### config.mk
export PLATFORM = sky130hd
export DESIGN_NAME = gpio_split32
export DESIGN_NICKNAME = d
export VERILOG_FILES = /design/src/rtl/gpio_split_pkg.sv /design/src/rtl/gpio_half_reg.sv /design/src/rtl/gpio_edge_det.sv /design/src/rtl/gpio_status.sv /design/src/rtl/gpio_split32.sv
export SDC_FILE = /design/constraint.sdc
export NUM_CORES = 1
export LEC_CHECK = 0
export BUFFER_PORTS_ARGS = -buffer_cell sky130_fd_sc_hd__buf_4
export CORE_MARGIN = 5
export CORE_UTILIZATION = 45
export DETAILED_ROUTE_END_ITERATION = 10
export PLACE_DENSITY = 0.67
export SYNTH_ARGS = -nofsm -noshare
export SYNTH_HDL_FRONTEND = slang
export SYNTH_SLANG_ARGS = --single-unit
export TNS_END_PERCENT = 1
### constraint.sdc
create_clock -name clk -period 2.5 [get_ports clk]
set_clock_uncertainty 0.05 [all_clocks]
set_input_delay 0.5 -clock clk [delete_from_list [all_inputs] [get_ports clk]]
set_output_delay 0.5 -clock clk [all_outputs]
set_load 0.005 [all_outputs]
### src/rtl/gpio_split_pkg.sv
package gpio_split_pkg;

    localparam int ADDR_W = 12;

    localparam logic [ADDR_W-1:0] OFS_OE   = 12'h008;
    localparam logic [ADDR_W-1:0] OFS_OUT  = 12'h00C;
    localparam logic [ADDR_W-1:0] OFS_IN   = 12'h010;
    localparam logic [ADDR_W-1:0] OFS_FALL = 12'h014;
    localparam logic [ADDR_W-1:0] OFS_RISE = 12'h018;
    localparam logic [ADDR_W-1:0] OFS_STAT = 12'h020;
    localparam logic [ADDR_W-1:0] OFS_STEP = 12'h500;

    typedef enum logic [2:0] {
        SEL_NONE,
        SEL_OE,
        SEL_OUT,
        SEL_IN,
        SEL_FALL,
        SEL_RISE,
        SEL_STAT
    } reg_sel_e;

    typedef struct packed {
        reg_sel_e sel;
        logic     upper;
    } reg_hit_t;

    function automatic reg_sel_e base_sel(input logic [ADDR_W-1:0] a);
        reg_sel_e s;
        case (a)
            OFS_OE:   s = SEL_OE;
            OFS_OUT:  s = SEL_OUT;
            OFS_IN:   s = SEL_IN;
            OFS_FALL: s = SEL_FALL;
            OFS_RISE: s = SEL_RISE;
            OFS_STAT: s = SEL_STAT;
            default:  s = SEL_NONE;
        endcase
        return s;
    endfunction

    function automatic reg_hit_t decode_addr(input logic [ADDR_W-1:0] a);
        reg_hit_t h;
        if (a >= OFS_STEP) begin
            h.sel   = base_sel(a - OFS_STEP);
            h.upper = 1'b1;
        end else begin
            h.sel   = base_sel(a);
            h.upper = 1'b0;
        end
        return h;
    endfunction

endpackage

### src/rtl/gpio_half_reg.sv
module gpio_half_reg #(
    parameter int HALF_W = 16,
    parameter logic [2*HALF_W-1:0] RST_VAL = '0
) (
    input  logic                  clk,
    input  logic                  rst,
    input  logic                  wr_lo,
    input  logic                  wr_hi,
    input  logic [HALF_W-1:0]     wdata,
    output logic [2*HALF_W-1:0]   q
);
    localparam int NHALF = 2;

    for (genvar h = 0; h < NHALF; h++) begin : g_half
        logic wr_this;
        assign wr_this = (h == 0) ? wr_lo : wr_hi;
        always_ff @(posedge clk) begin
            if (rst) begin
                q[h*HALF_W +: HALF_W] <= RST_VAL[h*HALF_W +: HALF_W];
            end else if (wr_this) begin
                q[h*HALF_W +: HALF_W] <= wdata;
            end
        end
    end
endmodule

### src/rtl/gpio_edge_det.sv
module gpio_edge_det #(
    parameter int W = 32
) (
    input  logic         clk,
    input  logic         rst,
    input  logic [W-1:0] pins,
    input  logic [W-1:0] rise_en,
    input  logic [W-1:0] fall_en,
    output logic [W-1:0] level,
    output logic [W-1:0] events
);
    logic [W-1:0] sync_a;
    logic [W-1:0] sync_b;

    always_ff @(posedge clk) begin
        if (rst) begin
            sync_a <= '1;
            sync_b <= '1;
            level  <= '1;
        end else begin
            sync_a <= pins;
            sync_b <= sync_a;
            level  <= sync_b;
        end
    end

    always_comb begin
        events = (sync_b & ~level & rise_en) | (~sync_b & level & fall_en);
    end
endmodule

### src/rtl/gpio_status.sv
module gpio_status #(
    parameter int HALF_W = 16
) (
    input  logic                  clk,
    input  logic                  rst,
    input  logic [2*HALF_W-1:0]   set_vec,
    input  logic                  clr_lo,
    input  logic                  clr_hi,
    input  logic [HALF_W-1:0]     wdata,
    output logic [2*HALF_W-1:0]   status,
    output logic                  irq
);
    localparam int W = 2 * HALF_W;
    logic [W-1:0] clr_mask;

    for (genvar h = 0; h < 2; h++) begin : g_clr
        logic hit;
        assign hit = (h == 0) ? clr_lo : clr_hi;
        assign clr_mask[h*HALF_W +: HALF_W] = hit ? wdata : '0;
    end

    always_ff @(posedge clk) begin
        if (rst) begin
            status <= '0;
        end else begin
            status <= (status & ~clr_mask) | set_vec;
        end
    end

    assign irq = |status;
endmodule

### src/rtl/gpio_split32.sv
module gpio_split32
    import gpio_split_pkg::*;
#(
    parameter int HALF_W     = 16,
    parameter int BRIGHT_W   = 3,
    parameter int BRIGHT_LSB = 16,
    parameter int SDA_BIT    = 29,
    parameter int SCL_BIT    = 30
) (
    input  logic                 clk,
    input  logic                 rst,
    input  logic                 bus_wr,
    input  logic [11:0]          bus_addr,
    input  logic [15:0]          bus_wdata,
    output logic [15:0]          bus_rdata,
    input  logic [31:0]          pin_in,
    output logic [31:0]          gpio_out,
    output logic [31:0]          gpio_oe,
    output logic                 irq,
    output logic [2:0]           bright_code,
    output logic                 i2c_sda,
    output logic                 i2c_scl
);
    localparam int W = 2 * HALF_W;

    reg_hit_t     hit;
    logic [W-1:0] rise_en;
    logic [W-1:0] fall_en;
    logic [W-1:0] in_level;
    logic [W-1:0] events;
    logic [W-1:0] status;

    assign hit = decode_addr(bus_addr);

    function automatic logic wr_of(input reg_hit_t h, input reg_sel_e s,
                                   input logic up, input logic we);
        return we && (h.sel == s) && (h.upper == up);
    endfunction

    gpio_half_reg #(.HALF_W(HALF_W)) u_oe (
        .clk(clk), .rst(rst),
        .wr_lo(wr_of(hit, SEL_OE, 1'b0, bus_wr)),
        .wr_hi(wr_of(hit, SEL_OE, 1'b1, bus_wr)),
        .wdata(bus_wdata), .q(gpio_oe)
    );

    gpio_half_reg #(.HALF_W(HALF_W)) u_out (
        .clk(clk), .rst(rst),
        .wr_lo(wr_of(hit, SEL_OUT, 1'b0, bus_wr)),
        .wr_hi(wr_of(hit, SEL_OUT, 1'b1, bus_wr)),
        .wdata(bus_wdata), .q(gpio_out)
    );

    gpio_half_reg #(.HALF_W(HALF_W)) u_fall (
        .clk(clk), .rst(rst),
        .wr_lo(wr_of(hit, SEL_FALL, 1'b0, bus_wr)),
        .wr_hi(wr_of(hit, SEL_FALL, 1'b1, bus_wr)),
        .wdata(bus_wdata), .q(fall_en)
    );

    gpio_half_reg #(.HALF_W(HALF_W)) u_rise (
        .clk(clk), .rst(rst),
        .wr_lo(wr_of(hit, SEL_RISE, 1'b0, bus_wr)),
        .wr_hi(wr_of(hit, SEL_RISE, 1'b1, bus_wr)),
        .wdata(bus_wdata), .q(rise_en)
    );

    gpio_edge_det #(.W(W)) u_edge (
        .clk(clk), .rst(rst), .pins(pin_in),
        .rise_en(rise_en), .fall_en(fall_en),
        .level(in_level), .events(events)
    );

    gpio_status #(.HALF_W(HALF_W)) u_stat (
        .clk(clk), .rst(rst), .set_vec(events),
        .clr_lo(wr_of(hit, SEL_STAT, 1'b0, bus_wr)),
        .clr_hi(wr_of(hit, SEL_STAT, 1'b1, bus_wr)),
        .wdata(bus_wdata), .status(status), .irq(irq)
    );

    function automatic logic [HALF_W-1:0] pick(input logic [W-1:0] v, input logic up);
        return up ? v[HALF_W +: HALF_W] : v[HALF_W-1:0];
    endfunction

    always_comb begin
        case (hit.sel)
            SEL_OE:   bus_rdata = pick(gpio_oe,  hit.upper);
            SEL_OUT:  bus_rdata = pick(gpio_out, hit.upper);
            SEL_IN:   bus_rdata = pick(in_level, hit.upper);
            SEL_FALL: bus_rdata = pick(fall_en,  hit.upper);
            SEL_RISE: bus_rdata = pick(rise_en,  hit.upper);
            SEL_STAT: bus_rdata = pick(status,   hit.upper);
            default:  bus_rdata = '0;
        endcase
    end

    assign bright_code = gpio_out[BRIGHT_LSB +: BRIGHT_W] | gpio_oe[HALF_W +: BRIGHT_W];
    assign i2c_sda     = gpio_out[SDA_BIT];
    assign i2c_scl     = gpio_out[SCL_BIT];
endmodule

==> results.sh, run 1 <==
export IMPL_final_cell_mix="256 x dfxtp_1, 211 x buf_4, 160 x mux2i_1"
export IMPL_avgSynthCellArea_sq_um=9.68
export IMPL_rows=57
export IMPL_endpoint_kind="primary output"
export IMPL_die_w_microns=167
export IMPL_critPathTopFamily="compound AO/OA/AOI/OAI gates"
export IMPL_fin_crit_sh=1.08
export IMPL_crit_chain="buf_4 -> o21a_4 -> or2_4 -> mux2_2 -> a32o_1 -> a221o_1 -> buf_4"
export IMPL_max_slew_margin=0.532
export IMPL_synthFlopType="dfxtp_1"
export IMPL_pre_cts_ws_ns=-0.420
export IMPL_dp_hpwl_mm=23.9
export IMPL_netlist_area_sq_um=11100
export IMPL_gp_congestion=0.911
export IMPL_port_buffer_count=148
export IMPL_cts_hold_fix_buffers=0
export IMPL_yosys_warnings=0
export IMPL_clock_latency_ns=0.55
export IMPL_grt_pass1_vias=8891
export IMPL_hold_viol=0
export IMPL_antenna_found_initial=0
export IMPL_required_ns=1.95
export IMPL_syn_nets=1211
export IMPL_cp_buffers_inverters=2
export IMPL_postLayoutCellArea_sq_um=14300
export IMPL_vias=9278
export IMPL_status="complete, but fails checks"
export IMPL_setup_slack_ns=-0.197
export IMPL_grt_usage=0.230
export IMPL_synth_edff_count=0
export IMPL_htree_levels=1
export IMPL_dp_cells=1615
export IMPL_dr_first_iter_drc_count=989
export IMPL_cp_slowest_cell="mux2_2"
export IMPL_core_area_sq_um=24300
export IMPL_finalWirelength_mm=33.6
export IMPL_worst_path_max_fanout=6
export IMPL_synth_seq_area_share=0.461
export IMPL_setup_viol=16
export IMPL_path_clk_slew_ns=0.06
export IMPL_cts_tree="done"
export IMPL_hold_path_class="in2reg"
export IMPL_powerDensity_nw_per_um2=622
export IMPL_antenna_cells=0
export IMPL_die_h_microns=167
export IMPL_drv_cap=0
export IMPL_worstPathArrival_ns=2.15
export IMPL_layout_min_cycle_time_ns=2.70
export IMPL_numCtsBuffers=27
export IMPL_initial_core_util=0.457
export IMPL_worst_pin_slew_ns=0.702
export IMPL_path_common_cell="buf_4"
export IMPL_drt_pass1_iter_count=5
export IMPL_areaGrowthSynthToFinish_pct=28.7
export IMPL_p_leak_nw=5.47
export IMPL_layout_commonest_cell="dfxtp_1"
export IMPL_synth_distinct_cells=55
export IMPL_critPathMaxStageDelay_ns=0.37
export IMPL_ys_seq_elements=256
export IMPL_clockRootBuffer="clkbuf_16"
export IMPL_fmax_ghz=0.371
export IMPL_grt_max_degree=108
export IMPL_final_cells=1669
export IMPL_ant_nets=0
export IMPL_criticalPathCategory="in2out"
export IMPL_rsz0062_at_grt="yes"
export IMPL_report_final_slew_viol_count=0
export IMPL_syn_inst=1148
export IMPL_grt_overflow_total=0
export IMPL_grt_pass1_wl_mm=52.2
export IMPL_violations="negative setup slack"
export IMPL_viasPerCell=5.56
export IMPL_cts_sinks=256
export IMPL_max_clock_path_buffers=3
export IMPL_synthArstFlopShare=0
export IMPL_placed_area_sq_um=13100
export IMPL_ioPinCount=149
export IMPL_start_kind="primary input"
export IMPL_drc_errors=0
export IMPL_irDropWorstVdd_mv=0.429
export IMPL_layout_nets=1389
export IMPL_die_area_sq_um=27900
export IMPL_wl_per_cell_microns=20.1
export IMPL_drive_above_1_share=0.335
==> per-layer routing <==
| layer | part of all wire | GRT usage | vias to the layer above |
|---|---|---|---|
| met5 | 0 | 0 | - |
| met4 | 0.030 | 0.0699 | 0 |
| met3 | 0.082 | 0.0335 | 69 |
| met2 | 0.42 | 0.337 | 437 |
| met1 | 0.47 | 0.351 | 4339 |
| li1 | - | - | 4433 |
==> cell usage after synthesis, types with 2 or more instances <==
cell type,number,area (sq um)
buf_2,24,120
nand3_1,3,15.0
mux2i_1,163,1630
o21ai_0,45,225
clkbuf_1,44,165
nor4_1,16,100
o31a_1,3,26.3
nand2_1,43,161
a22oi_1,3,22.5
nor3_4,8,130
a32o_1,10,100
mux4_2,2,45.0
a22o_1,2,17.5
nor3_1,3,15.0
o22ai_1,16,100
a221o_1,6,60.1
or2_2,101,632
buf_1,10,37.5
xor2_1,3,26.3
a31oi_1,61,382
and2_1,2,12.5
o211a_1,13,130
o32ai_1,9,78.8
o32a_1,2,20.0
nor4_4,2,42.5
inv_1,17,63.8
nor2_1,144,541
nand2b_1,2,12.5
dfxtp_1,256,5120
nand4_1,10,62.6
a21oi_1,18,90.1
buf_6,9,101
mux2_2,12,135
buf_4,7,52.6
nor4b_1,8,70.1
nand3b_1,50,375
nor4bb_1,2,20.0
or2_1,2,12.5
==> area by class of cell <==
cell class | instances | area, sq um
fill | 2093 | 10000
multi-input combinational | 782 | 5690
sequential | 256 | 5120
timing repair buffer | 242 | 2110
clock buffer | 35 | 726
tap | 324 | 405
clock inverter | 13 | 191
inverter | 17 | 63.8
==> registers in the layout (all words and copies together), names as in the netlist <==
signal	flops
u_edge.level	32
u_out.q	32
u_edge.sync_a	32
u_stat.status	32
u_rise.q	32
u_oe.q	32
u_fall.q	32
u_edge.sync_b	32
==> timing repair <==
item / CTS / global route
pin swaps: 8 / 6
setup endpoints to repair: 17 / 17
endpoints found under the hold margin: 0 / 0
gates resized for setup: 29 / 33
gates cloned: 2 / 1
setup buffers: 3 / 1
==> metrics by stage <==
stage | TNS, ns | total power, mW | util | hold slack (ns)
floorplan | -0.252 | 4.56 | - | 0.339
global placement | -14.57 | 4.81 | 0.538 | 0.343
detailed placement | -17.75 | 4.81 | 0.538 | 0.343
CTS | -2.83 | 8.95 | 0.582 | 0.0644
global route | -3.52 | 9.20 | 0.588 | 0.0651
finish | -2.45 | 8.90 | 0.588 | 0.0772
==> cells by family (layout without fill, tap and decap cells) <==
| logic type | Yosys count | count (layout) | share of synthesized area |
|---|---|---|---|
| AOI/OAI and AO/OA | 193 | 193 | 0.116 |
| xor gates and xnor gates | 4 | 4 | 0.00315 |
| buffers and inverters | 112 | 307 | 0.0491 |
| DFF | 256 | 256 | 0.461 |
| muxes | 177 | 177 | 0.163 |
| and+or+nand+nor | 406 | 408 | 0.207 |
==> path summary, 6_finish.rpt <==
path | startpoint | endpoint | slack, ns | cells past startpoint
max | bus_addr[10] | bus_rdata[13] | -0.20 | 7
min | pin_in[21] | u_edge.sync_a[21]$_SDFF_PP1_ | 0.08 | 2
max reg2reg | u_stat.status[23]$_SDFF_PP0_ | u_stat.status[23]$_SDFF_PP0_ | 1.47 | 2
min reg2reg | u_edge.sync_a[17]$_SDFF_PP1_ | u_edge.sync_b[17]$_SDFF_PP1_ | 0.35 | 1
==> where the power goes <==
part	switching, mW	internal (mW)
Clock	1.66	2.47
Combinational	0.322	0.268
Sequential	0.0370	4.14
Total	2.02	6.88
(Power assumes the default switching activity.)
==> inputs of run 2 (changes only) <==
--- a/config.mk
+++ b/config.mk
@@ -5,7 +5,7 @@
 export SDC_FILE = /design/constraint.sdc
 export NUM_CORES = 1
 export LEC_CHECK = 0
-export BUFFER_PORTS_ARGS = -buffer_cell sky130_fd_sc_hd__buf_4
+export BUFFER_PORTS_ARGS = -buffer_cell sky130_fd_sc_hd__buf_2
 export CORE_MARGIN = 5
 export CORE_UTILIZATION = 45
 export DETAILED_ROUTE_END_ITERATION = 10
==> results.sh, run 2 (synthesis gave the netlist of run 1 again) <==
export IMPL_rows=57
export IMPL_endpoint_kind="primary output"
export IMPL_drive_above_1_share=0.332
export IMPL_core_area_sq_um=24300
export IMPL_layout_min_cycle_time_ns=2.80
export IMPL_critPathMaxStageDelay_ns=0.34
export IMPL_violations="negative setup slack"
export IMPL_die_area_sq_um=27900
export IMPL_clockRootBuffer="clkbuf_16"
export IMPL_clock_latency_ns=0.54
export IMPL_hold_path_cell_count=2
export IMPL_nFillCells=2164
export IMPL_port_buffer_count=148
export IMPL_cts_tree="done"
export IMPL_antenna_cells=0
export IMPL_rsz0062_at_grt="yes"
export IMPL_powerDensity_nw_per_um2=619
export IMPL_viasPerCell=5.52
export IMPL_path_clk_slew_ns=0.06
export IMPL_regArea_sq_um=5120
export IMPL_pre_cts_ws_ns=-0.384
export IMPL_r2r_cells=2
export IMPL_worstPathArrival_ns=2.25
export IMPL_setup_slack_ns=-0.299
export IMPL_layout_commonest_cell="dfxtp_1"
export IMPL_grt_overflow_total=0
export IMPL_drv_cap=0
export IMPL_worst_pin_slew_ns=0.755
export IMPL_dr_first_iter_drc_count=876
export IMPL_ioPinCount=149
export IMPL_max_clock_path_buffers=3
export IMPL_wl_per_cell_microns=20.0
export IMPL_initial_core_util=0.457
export IMPL_die_h_microns=167
export IMPL_grt_pass1_vias=8907
export IMPL_areaGrowthSynthToFinish_pct=25.1
export IMPL_htree_levels=1
export IMPL_final_cell_mix="256 x dfxtp_1, 159 x mux2i_1, 144 x buf_2"
export IMPL_grt_usage=0.228
export IMPL_status="complete, but fails checks"
export IMPL_criticalPathCategory="in2out"
export IMPL_grt_pass1_wl_mm=52.0
export IMPL_grt_busiest_layer="met1"
export IMPL_grtUsageMet3=0.0325
export IMPL_worst_path_max_fanout=15
export IMPL_die_w_microns=167
export IMPL_max_slew_margin=0.497
export IMPL_final_cells=1680
export IMPL_cts_sinks=256
export IMPL_hold_path_class="in2reg"
export IMPL_grt_max_degree=113
export IMPL_start_kind="primary input"
export IMPL_irDropWorstVdd_mv=0.453
export IMPL_fmax_ghz=0.357
export IMPL_report_final_slew_viol_count=0
export IMPL_drt_pass1_iter_count=5
export IMPL_layout_nets=1399
export IMPL_ant_nets=0
export IMPL_use_met1=0.346
export IMPL_fin_tns_setup_ns=-4.15
export IMPL_finalWirelength_mm=33.6
export IMPL_gp_congestion=0.961
export IMPL_multi_input_area_sq_um=5650
export IMPL_fin_crit_sh=1.12
export IMPL_setup_viol=16
export IMPL_crit_chain="buf_2 -> o21a_1 -> buf_4 -> buf_4 -> o211a_1 -> a31oi_2 -> o211ai_1 -> a211o_1 -> buf_2"
export IMPL_drc_errors=0
export IMPL_numCtsBuffers=27
export IMPL_dp_cells=1625
export IMPL_vias=9275
export IMPL_met2_usage=0.338
export IMPL_p_leak_nw=5.42
export IMPL_cp_slowest_cell="a211o_1"
export IMPL_hold_viol=0
export IMPL_required_ns=1.95
export IMPL_dp_hpwl_mm=24.3
export IMPL_antenna_found_initial=0
[run 2: changes by cell type in the layout (fill, tap and decap cells not counted), moves of 2 or more]
cell	previous run	this run
a32o_1	6	9
a32o_2	4	1
buf_12	19	15
buf_2	0	144
buf_4	211	84
buf_6	10	5
bufinv_16	4	1
clkbuf_1	6	9
clkbuf_8	2	5
o22ai_1	14	16
o22ai_2	2	0
[run 2: where the power goes]
part,total [mW],leakage [nW],internal [mW],switching (mW)
combinational,0.569,2.93,0.247,0.322
clock,3.86,0.414,2.24,1.62
sequential,4.18,2.08,4.14,0.0367
total,8.61,5.42,6.63,1.98
[run 2: final cells by class]
cell class                      count  area share
Clock buffer                       41      0.0560
Clock inverter                      8     0.00531
Inverter                           17     0.00459
Multi-Input combinational cell    781       0.406
Sequential cell                   256       0.369
Tap cell                          324      0.0292
Timing Repair Buffer              253       0.130
[run 2: final timing paths]
path                                              startpoint                           end  slack [ns]
worst max-delay path                             bus_addr[9]                 bus_rdata[15]       -0.30
worst min-delay path                              pin_in[28]  u_edge.sync_a[28]$_SDFF_PP1_        0.09
worst max register to register  u_stat.status[23]$_SDFF_PP0_  u_stat.status[23]$_SDFF_PP0_        1.51
worst min register to register  u_edge.sync_a[19]$_SDFF_PP1_  u_edge.sync_b[19]$_SDFF_PP1_        0.36
[run 2: worst max-delay path, delay by kind of cell]
family	cells	cell delay, ns
compound gates	5	1.11
buf+inv	4	0.63
[run 2: metal layers]
layer	up-vias	part of all wire
met2	429	0.42
met4	0	0.032
met3	65	0.080
met5	-	0
met1	4329	0.47
li1	4452	-
[run 2: per-stage QoR]
stage / util / total power [mW] / hold slack (ns) / instance area (sq um)
2_1_floorplan: - / 4.56 / 0.339 / 11100
3_3_place_gp: 0.524 / 4.78 / 0.346 / 12700
3_5_place_dp: 0.524 / 4.78 / 0.347 / 12700
4_1_cts: 0.566 / 8.65 / 0.0697 / 13800
5_1_grt: 0.572 / 8.92 / 0.0647 / 13900
6_report: 0.572 / 8.61 / 0.0879 / 13900
[run 2: timing repair]
item	CTS	global route
pin swaps	8	9
endpoints found under the setup margin	17	17
gates cloned	1	2
setup buffers	4	2
gates resized for setup	27	22
hold buffers	0	0
==> inputs of run 3 (changes only) <==
--- a/config.mk
+++ b/config.mk
@@ -10,6 +10,7 @@
 export CORE_UTILIZATION = 45
 export DETAILED_ROUTE_END_ITERATION = 10
 export PLACE_DENSITY = 0.67
+export SETUP_SLACK_MARGIN = 0.2
 export SYNTH_ARGS = -nofsm -noshare
 export SYNTH_HDL_FRONTEND = slang
 export SYNTH_SLANG_ARGS = --single-unit
==> results.sh, run 3 (synthesis gave the netlist of run 1 again) <==
export IMPL_drc_errors=0
export IMPL_rows=57
export IMPL_worst_path_max_fanout=8
export IMPL_gp_congestion=0.953
export IMPL_numCtsBuffers=28
export IMPL_pre_cts_ws_ns=-0.426
export IMPL_ant_nets=0
export IMPL_p_leak_nw=5.49
export IMPL_clockRootBuffer="clkbuf_16"
export IMPL_rsz0062_at_grt="yes"
export IMPL_required_ns=1.95
export IMPL_placed_area_sq_um=12700
export IMPL_powerDensity_nw_per_um2=656
export IMPL_dp_hpwl_mm=23.6
export IMPL_worst_pin_slew_ns=0.523
export IMPL_layout_min_cycle_time_ns=2.76
export IMPL_clock_latency_ns=0.53
export IMPL_die_h_microns=167
export IMPL_status="complete, but fails checks"
export IMPL_wl_met2_mm=13.7
export IMPL_wl_met1_mm=15.6
export IMPL_final_cell_mix="256 x dfxtp_1, 160 x mux2i_1, 144 x buf_2"
export IMPL_wl_per_cell_microns=19.8
export IMPL_hold_ws_ns=0.0929
export IMPL_ioPinCount=149
export IMPL_die_area_sq_um=27900
export IMPL_max_clock_path_buffers=3
export IMPL_report_final_slew_viol_count=0
export IMPL_port_buffer_count=148
export IMPL_setup_viol=17
export IMPL_irDropWorstVdd_mv=0.465
export IMPL_criticalPathCategory="in2out"
export IMPL_grt_max_degree=67
export IMPL_dr_first_iter_drc_count=958
export IMPL_cts_tree="done"
export IMPL_drive_above_1_share=0.334
export IMPL_max_slew_margin=0.648
export IMPL_antenna_cells=0
export IMPL_drt_pass1_iter_count=5
export IMPL_htree_levels=1
export IMPL_drv_cap=0
export IMPL_fmax_ghz=0.363
export IMPL_nFillCells=2065
export IMPL_regArea_sq_um=5120
export IMPL_violations="negative setup slack"
export IMPL_core_area_sq_um=24300
export IMPL_fin_crit_sh=1.10
export IMPL_initial_core_util=0.457
export IMPL_wl_met3_mm=2.84
export IMPL_vias=9361
export IMPL_endpoint_kind="primary output"
export IMPL_areaGrowthSynthToFinish_pct=26.3
export IMPL_grt_overflow_total=0
export IMPL_grt_pass1_vias=8913
export IMPL_antenna_found_initial=0
export IMPL_setup_slack_ns=-0.256
export IMPL_multi_input_area_sq_um=5630
export IMPL_reg2reg_slack_ns=1.49
export IMPL_cts_sinks=256
export IMPL_finalWirelength_mm=33.2
export IMPL_postLayoutCellArea_sq_um=14000
export IMPL_layout_commonest_cell="dfxtp_1"
export IMPL_viasPerCell=5.58
export IMPL_die_w_microns=167
export IMPL_start_kind="primary input"
export IMPL_top_layer="met4"
export IMPL_final_core_util=0.577
export IMPL_grt_usage=0.229
export IMPL_cts_hold_fix_buffers=0
export IMPL_grt_pass1_wl_mm=52.0
export IMPL_layout_nets=1396
export IMPL_fin_tns_setup_ns=-3.64
export IMPL_path_clk_slew_ns=0.06
export IMPL_hold_path_class="in2reg"
export IMPL_hold_viol=0
export IMPL_worstPathArrival_ns=2.21
run 3: cell types whose count changed in the layout (fill, tap and decap cells not counted), moves of 4 or more:
| cell | previous run | this run |
|---|---|---|
| buf_4 | 84 | 74 |
| mux2_4 | 1 | 5 |
| bufinv_16 | 1 | 5 |
| buf_6 | 5 | 10 |
| clkbuf_1 | 9 | 3 |
| buf_12 | 15 | 19 |
| mux2_2 | 11 | 7 |
run 3: final cells by class:
class | instances | area share
Inverter | 17 | 0.00455
Tap cell | 324 | 0.0289
Clock inverter | 14 | 0.0145
Clock buffer | 38 | 0.0584
Multi-Input combinational cell | 782 | 0.401
Sequential cell | 256 | 0.365
Timing Repair Buffer | 248 | 0.127
run 3: worst paths after layout:
| kind | start | end | cells past startpoint |
|---|---|---|---|
| max | bus_addr[9] | bus_rdata[2] | 9 |
| min | pin_in[0] | u_edge.sync_a[0]$_SDFF_PP1_ | 2 |
| max reg2reg | u_edge.sync_b[9]$_SDFF_PP1_ | u_stat.status[9]$_SDFF_PP0_ | 3 |
| min reg2reg | u_edge.sync_a[20]$_SDFF_PP1_ | u_edge.sync_b[20]$_SDFF_PP1_ | 1 |
run 3: power by group:
part / internal [mW] / leakage (nW) / switching [mW]
sequential: 4.14 / 2.08 / 0.0371
combinational: 0.248 / 2.90 / 0.329
clock: 2.81 / 0.503 / 1.65
total: 7.20 / 5.49 / 2.01
run 3: per-layer routing:
metal	up-vias	global-route usage
met5	-	0
met4	0	0.0603
met3	68	0.0398
met2	460	0.337
met1	4387	0.347
li1	4446	-
run 3: per-stage QoR:
step | cells | total power, mW
2_1_floorplan | 1148 | 4.57
3_3_place_gp | 1619 | 4.78
3_5_place_dp | 1619 | 4.79
4_1_cts | 1679 | 9.28
5_1_grt | 1679 | 9.52
6_report | 1679 | 9.21
run 3: critical path, cell delays in order:
cell and delay (ns):
buf_6 0.10, o21a_4 0.23, buf_12 0.14, nor2_4 0.28, buf_6 0.19, mux2i_1 0.24
o21ai_1 0.09, o31a_1 0.30, buf_2 0.13
run 3: what timing repair did:
action	in CTS	in global routing
gates resized for setup	19	24
pin swaps	6	11
buffers inserted	6	0
endpoints found under the setup margin	17	17
gates cloned	2	0
